$ cat src/rtl/seg_pkg.sv
package seg_pkg;
   localparam int ADDR_W = 32;

   typedef enum logic [2:0] {
      FLT_NONE   = 3'd0,
      FLT_LIMIT  = 3'd1,
      FLT_RIGHTS = 3'd2,
      FLT_PRIV   = 3'd3,
      FLT_NULL   = 3'd4
   } fault_e;

   typedef enum logic [1:0] {
      ACC_READ  = 2'd0,
      ACC_WRITE = 2'd1,
      ACC_EXEC  = 2'd2,
      ACC_RSVD  = 2'd3
   } acc_e;

   typedef struct packed {
      logic [ADDR_W-1:0] base;
      logic [ADDR_W-1:0] limit;
      logic              rd;
      logic              wr;
      logic              ex;
      logic [1:0]        dpl;
   } desc_t;
endpackage

$ cat src/rtl/seg_desc_table.sv
module seg_desc_table
   import seg_pkg::*;
#(
   parameter int ENTRIES = 16,
   localparam int IDX_W = $clog2(ENTRIES)
) (
   input  logic             clk,
   input  logic             rst_n,
   input  logic             wr_en,
   input  logic [IDX_W-1:0] wr_idx,
   input  desc_t            wr_desc,
   input  logic [IDX_W-1:0] rd_idx,
   output desc_t            rd_desc
);
   desc_t slot [ENTRIES];

   for (genvar e = 0; e < ENTRIES; e++) begin : g_slot
      always_ff @(posedge clk) begin
         if (!rst_n)
            slot[e] <= '0;
         else if (wr_en && wr_idx == IDX_W'(e))
            slot[e] <= wr_desc;
      end
   end

   assign rd_desc = slot[rd_idx];
endmodule

$ cat src/rtl/seg_rule_check.sv
module seg_rule_check
   import seg_pkg::*;
(
   input  desc_t             desc,
   input  logic              is_null,
   input  logic              idx_oob,
   input  logic [ADDR_W-1:0] off,
   input  acc_e              kind,
   input  logic [1:0]        cpl,
   input  logic [1:0]        rpl,
   output fault_e            fault,
   output logic [ADDR_W-1:0] lin
);
   logic       rights_ok;
   logic [1:0] eff_pl;

   always_comb begin
      unique case (kind)
         ACC_READ:  rights_ok = desc.rd;
         ACC_WRITE: rights_ok = desc.wr;
         ACC_EXEC:  rights_ok = desc.ex;
         default:   rights_ok = 1'b0;
      endcase
   end

   assign eff_pl = (cpl > rpl) ? cpl : rpl;

   always_comb begin
      if (is_null)                      fault = FLT_NULL;
      else if (idx_oob || off > desc.limit) fault = FLT_LIMIT;
      else if (!rights_ok)              fault = FLT_RIGHTS;
      else if (eff_pl > desc.dpl)       fault = FLT_PRIV;
      else                              fault = FLT_NONE;
   end

   assign lin = (fault == FLT_NONE) ? desc.base + off : '0;
endmodule

$ cat src/rtl/seg_xlate.sv
module seg_xlate
   import seg_pkg::*;
#(
   parameter int ENTRIES = 16,
   localparam int IDX_W = $clog2(ENTRIES),
   localparam int SEL_IDX_W = 13
) (
   input  logic              clk,
   input  logic              rst_n,
   input  logic              cfg_we,
   input  logic              cfg_local,
   input  logic [IDX_W-1:0]  cfg_idx,
   input  logic [ADDR_W-1:0] cfg_base,
   input  logic [ADDR_W-1:0] cfg_limit,
   input  logic              cfg_rd,
   input  logic              cfg_wr,
   input  logic              cfg_ex,
   input  logic [1:0]        cfg_dpl,
   input  logic              req_valid,
   output logic              req_ready,
   input  logic [15:0]       req_sel,
   input  logic [ADDR_W-1:0] req_off,
   input  logic [1:0]        req_kind,
   input  logic [1:0]        req_cpl,
   output logic              rsp_valid,
   input  logic              rsp_ready,
   output logic [ADDR_W-1:0] rsp_addr,
   output logic [2:0]        rsp_fault
);
   if (ENTRIES < 2 || ENTRIES > (1 << SEL_IDX_W) || (1 << IDX_W) != ENTRIES) begin : g_bad_depth
      $error("seg_xlate: ENTRIES must be a power of two from 2 to 8192");
   end

   desc_t            new_desc, gdesc, ldesc, sel_desc;
   logic [IDX_W-1:0] rd_idx;
   logic             tbl_local, is_null, idx_oob, accept;
   fault_e           fault;
   logic [ADDR_W-1:0] lin;

   assign new_desc  = '{base: cfg_base, limit: cfg_limit, rd: cfg_rd,
                        wr: cfg_wr, ex: cfg_ex, dpl: cfg_dpl};
   assign tbl_local = req_sel[2];
   assign rd_idx    = req_sel[3 +: IDX_W];
   assign is_null   = (req_sel[15:2] == '0);

   if (IDX_W < SEL_IDX_W) begin : g_oob
      assign idx_oob = |req_sel[15:3+IDX_W];
   end else begin : g_no_oob
      assign idx_oob = 1'b0;
   end

   seg_desc_table #(.ENTRIES(ENTRIES)) u_gtab (
      .clk(clk), .rst_n(rst_n), .wr_en(cfg_we && !cfg_local), .wr_idx(cfg_idx),
      .wr_desc(new_desc), .rd_idx(rd_idx), .rd_desc(gdesc));

   seg_desc_table #(.ENTRIES(ENTRIES)) u_ltab (
      .clk(clk), .rst_n(rst_n), .wr_en(cfg_we && cfg_local), .wr_idx(cfg_idx),
      .wr_desc(new_desc), .rd_idx(rd_idx), .rd_desc(ldesc));

   assign sel_desc = tbl_local ? ldesc : gdesc;

   seg_rule_check u_chk (
      .desc(sel_desc), .is_null(is_null), .idx_oob(idx_oob), .off(req_off),
      .kind(acc_e'(req_kind)), .cpl(req_cpl), .rpl(req_sel[1:0]),
      .fault(fault), .lin(lin));

   assign req_ready = !rsp_valid || rsp_ready;
   assign accept    = req_valid && req_ready;

   always_ff @(posedge clk) begin
      if (!rst_n) begin
         rsp_valid <= 1'b0;
         rsp_addr  <= '0;
         rsp_fault <= FLT_NONE;
      end else if (accept) begin
         rsp_valid <= 1'b1;
         rsp_addr  <= lin;
         rsp_fault <= fault;
      end else if (rsp_ready) begin
         rsp_valid <= 1'b0;
      end
   end

   assert_rsp_follows_R2: assert property (@(posedge clk) disable iff (!rst_n)
      accept |=> rsp_valid);
   assert_hold_stalled_R10: assert property (@(posedge clk) disable iff (!rst_n)
      rsp_valid && !rsp_ready |=> rsp_valid && $stable(rsp_addr) && $stable(rsp_fault));
   assert_no_take_when_full_R10: assert property (@(posedge clk) disable iff (!rst_n)
      rsp_valid && !rsp_ready |-> !req_ready);
   assert_fault_zero_addr_R11: assert property (@(posedge clk) disable iff (!rst_n)
      rsp_valid && rsp_fault != 3'd0 |-> rsp_addr == '0);
   assert_null_faults_R8: assert property (@(posedge clk) disable iff (!rst_n)
      accept && req_sel[15:2] == '0 |=> rsp_fault == 3'd4);
   assert_code_range_R9: assert property (@(posedge clk) disable iff (!rst_n)
      rsp_valid |-> rsp_fault <= 3'd4);
endmodule

$ cat config.mk
export PLATFORM = sky130hd
export DESIGN_NAME = seg_xlate
export DESIGN_NICKNAME = d
export VERILOG_FILES = /design/src/rtl/seg_pkg.sv /design/src/rtl/seg_desc_table.sv /design/src/rtl/seg_rule_check.sv /design/src/rtl/seg_xlate.sv
export SDC_FILE = /design/constraint.sdc
export NUM_CORES = 2
export LEC_CHECK = 0
export BUFFER_PORTS_ARGS = -buffer_cell sky130_fd_sc_hd__buf_2
export CORE_MARGIN = 2
export CORE_UTILIZATION = 36
export CTS_CLUSTER_DIAMETER = 100
export CTS_CLUSTER_SIZE = 8
export DETAILED_ROUTE_END_ITERATION = 6
export GPL_TIMING_DRIVEN = 1
export PLACE_DENSITY = 0.54
export SYNTH_ARGS = -nofsm -noshare
export SYNTH_HDL_FRONTEND = slang
export SYNTH_SLANG_ARGS = --single-unit
$ cat constraint.sdc
create_clock -name clk -period 8.6 [get_ports clk]
set_input_delay 0 -clock clk [delete_from_list [all_inputs] [get_ports clk]]
set_output_delay 0 -clock clk [all_outputs]
set_load 0.02 [all_outputs]
==> implementation parameters <==
Parameter                              Value

STA
  Fmax achieved ... 156 MHz
  Final worst path period need ... 6420 ps
  Max transition margin ... 0.0628
  Unrepaired setup endpoints after global routing ... false
  Setup_tns ... 0 ps
  Slew at the pin with the worst max-slew slack ... 1390 ps
  Clock skew ... 62.8 ps
  Number of hold violations in the final report ... 0
  Final count of negative-setup-slack endpoints ... 0
  Final critical-path share of the clock period ... 0.747
  Max-slew violation total from the final report ... 0

Global route
  GR met2 Demand/Resource ... 0.415
  Aggregate global routing overflow ... 0
  First-pass GRT wire length ... 508000 um
  Maximum number of pins on one net before global-route repair ... 98
  Met3 Use GR ... 0.0469
  GRT busiest layer ... met2
  Number of global-route vias before repair ... 60000
  Met1 track utilization from global routing ... 0.332
  Antenna violations before repair ... 85
  Total routing resource utilization after global routing ... 0.254

Clock tree
  Clock buffer depth ... 4
  Post-cts sizing count ... 0
  Clock latency reported for the late side of the worst-skew pair ... 950 ps
  Clock Sink Count ... 2244
  Clk slew on worst S/H paths ... 50 ps
  CTS tree ... built
  Cell at the root of the clock tree ... sky130_fd_sc_hd__clkbuf_16
  Total clock buffers created by CTS ... 332
  Post-cts hold buffer count ... 117
  Depth of the CTS H-tree ... 5
  Number of setup buffers added after CTS ... 0

Logic synthesis
  Top cell type's share of synthesized area ... 0.645
  Count of flip-flops with a built-in enable after synthesis ... 2208
  Synth Area in Simple Gates ... 0.143
  Leading post-synthesis cells by cell area ... sky130_fd_sc_hd__edfxtp_1, sky130_fd_sc_hd__mux4_2, sky130_fd_sc_hd__and2_1, sky130_fd_sc_hd__clkbuf_1, sky130_fd_sc_hd__ha_1
  Dominant combinational cell family by area after synthesis ... multiplexers
  Library cell occupying the most area in the post-synthesis netlist ... sky130_fd_sc_hd__edfxtp_1
  Synth warn ... 0
  Unique cell type count in the Yosys netlist ... 59
  Mean instance size in the synthesized netlist ... 16.3 sq um
  Xor/xnor cell area share of the yosys netlist ... 0.00222
  Async SR Flop Fraction ... 0
  Mapped Nets ... 6517
  Multiplexer fraction of the synthesized cell area ... 0.158
  Post-synthesis compound-gate area fraction ... 0.0125
  Summed instance area of the synthesized netlist ... 103000 sq um
  Synth Register Bits ... 2244
  Synth Area in Adders ... 0.00847
  Most used flip-flop cell after synthesis ... sky130_fd_sc_hd__edfxtp_1
  Post-synthesis sequential area ratio ... 0.652
  Gate count of the mapped netlist ... 6317

Min path
  Type of the worst min-delay path ... in -> reg

Critical path
  Endpoint required time on the critical path ... 9490 ps
  Cell type with the highest occurrence count on the critical path ... sky130_fd_sc_hd__o21ai_0
  Cell type group with the largest total delay on the critical path ... buffers and inverters
  Buffer and inverter count on the worst path ... 6
  Cell with the largest stage delay on the worst path ... sky130_fd_sc_hd__o21ai_0
  Class of the most critical setup path ... in -> reg
  Worst endpoint data arrival time ... 7310 ps
  Max Fanout on Critical Path ... 75
  Cell Chain, Critical Path ... buf_8, buf_12, buf_4, buf_4, mux4_2, mux4_2, mux2_2, ha_1, nand2_1, o21ai_0, a221oi_1, nand2_1, a31oi_1, o31a_1, o21ai_0, o21ai_0, dlygate4sd3_1, a211oi_1, dlygate4sd3_1
  Type of element launching the critical path ... input pin
  Crit-path max cell delay ... 790 ps
  Endpoint type of the worst setup path ... flop

Placement
  Last weighted congestion value of the routability-driven placer ... 0.857
  Count of input and output buffers ... 167
  Total half-perimeter wirelength after legalization and detailed placement ... 199000 um

Route
  Detail Route Antenna Nets ... 0
  Pre-antenna DRT Iters ... 5
  Count of vias placed by the detailed router ... 60000
  Violation count after the first detailed-route iteration ... 8510
  Routed vias/inst ... 5.79
  Drt wl/cell ... 36.0 um
  Drc violations ... 0
  Routed wire length ... 373000 um

Floorplan
  Overall die height ... 538 um
  Area of the core region ... 284000 sq um
  Effective utilization at floorplan ... 0.361
  Row count ... 196
  Die outline width ... 538 um
  Total die area ... 290000 sq um
  I/O pin total ... 168

Pwr
  Switching power share of the total ... 0.233
  Areal power density over the cells ... 227 nW/um^2
  Overall power ... 26.8 mW
  Net Sw Power ... 6.26 mW
  Clock network fraction of total power ... 0.433
  Static leakage ... 40.7 nW
  Sequential power share ... 0.476
  Internal cell power ... 20.6 mW
  Combinational share of power ... 0.091
  Worst ir drop on vdd ... 137 uV

Run
  Number of violations of the max-capacitance limit ... 0

Outcome
  Result of the run ... completed

Cells and area
  Register Area ... 67000 sq um
  P&R area growth vs syn ... 15.0%
  Footprint of the multi-input gates ... 33900 sq um
  Nets ... 6703
  Fillers ... 25300
  Share of layout cells above drive strength 1 ... 0.225
-- worst paths after layout --
check | slack, ps | end | cells past startpoint | start
setup / recovery | 2180 | rsp_addr[31] | 19 | req_sel[4]
hold / removal | 70 | rsp_addr[14] | 4 | req_off[14]
setup reg to reg | 2730 | rsp_addr[31] | 15 | u_ltab.slot[14][47]
hold reg to reg | 540 | rsp_addr[22] | 1 | rsp_addr[22]
-- kinds of logic after synthesis --
logic type,after synthesis
compound gates,190
fa+ha+maj,69
xor+xnor,26
simple gates,2394
mux,764
flops,2244
buf+inv,630
-- cells in the final DEF (no fill, tap or decap), types with 32 or more instances in the layout --
master,synthesis,layout
sky130_fd_sc_hd__o21ai_4,0,32
sky130_fd_sc_hd__a21oi_1,38,38
sky130_fd_sc_hd__mux2_2,33,33
sky130_fd_sc_hd__buf_4,2,165
sky130_fd_sc_hd__ha_1,68,68
sky130_fd_sc_hd__nand2_1,46,46
sky130_fd_sc_hd__nor2_4,0,32
sky130_fd_sc_hd__buf_2,56,161
sky130_fd_sc_hd__edfxtp_1,2208,2208
sky130_fd_sc_hd__mux4_2,679,679
sky130_fd_sc_hd__clkbuf_16,0,338
sky130_fd_sc_hd__clkbuf_1,533,64
sky130_fd_sc_hd__mux2i_1,52,52
sky130_fd_sc_hd__dlygate4sd3_1,0,117
sky130_fd_sc_hd__and2_1,2212,2211
sky130_fd_sc_hd__dfxtp_1,36,36
-- power by group through the flow --
stage	sequential [mW]	clock [mW]	combinational, mW
6_report	12.8	11.6	2.45
3_5_place_dp	13.0	0	2.36
2_1_floorplan	13.0	0	1.41
3_3_place_gp	12.9	0	2.36
4_1_cts	12.8	11.7	2.44
5_1_grt	12.8	12.1	2.55
-- flip-flops by register name, summed over array words and instances, names as in the netlist --
register and cells:
u_ltab.slot 1104, rsp_fault 3, rsp_valid 1, rsp_addr 32
u_gtab.slot 1104
-- cells in the mapped netlist, drive strengths merged (2+ instances only) --
master	n
nor2b	15
a21boi	2
nor2	58
and4	3
a21o	14
o21bai	4
a32o	2
nand3	23
a32oi	2
o2111ai	3
nor3	7
nand2b	7
dfxtp	36
mux4	679
edfxtp	2208
nor4	4
a22oi	2
a21oi	38
a22o	31
a41oi	2
mux2	33
or2	2
a221oi	3
xnor2	17
nand2	46
inv	20
o21ai	55
mux2i	52
nand4	12
buf	77
a31oi	5
a221o	3
clkbuf	533
o21a	4
xor2	9
nand3b	2
ha	68
and2	2212
a211oi	7
o22ai	2
-- final cells by class --
cell class / count / share of cell area
Sequential cell: 2244 / 0.567
Tap cell: 3762 / 0.0398
Clock buffer: 402 / 0.0736
Multi-Input combinational cell: 3443 / 0.287
Antenna cell: 19 / 0.000402
Clock inverter: 9 / 0.00108
Timing Repair Buffer: 462 / 0.0302
Inverter: 20 / 0.000678
-- through the flow --
stage               instances  instance area [sq um]  worst slack, ps  utilization  hold slack, ps
floorplan                6317                 103000             2520            -             139
global route            10300                 118000             2100        0.415            14.4
global placement         9814                 108000             1980        0.380             436
finish                  10400                 118000             2180        0.415            72.1
CTS                     10300                 118000             2320        0.415            2.42
detailed placement       9814                 108000             2030        0.380             439
-- tightest hold or removal path: stages --
cell and delay, ps:
sky130_fd_sc_hd__buf_2 330, sky130_fd_sc_hd__ha_1 290, sky130_fd_sc_hd__xor2_1 120, sky130_fd_sc_hd__a22o_1 200
-- routing by layer --
layer | share of wire | routed length, um
met1 | 0.38 | 142000
met2 | 0.48 | 179000
met3 | 0.092 | 34400
met4 | 0.048 | 18000
met5 | 0.00055 | 204
No activity file was read; power rests on OpenSTA's default activity.
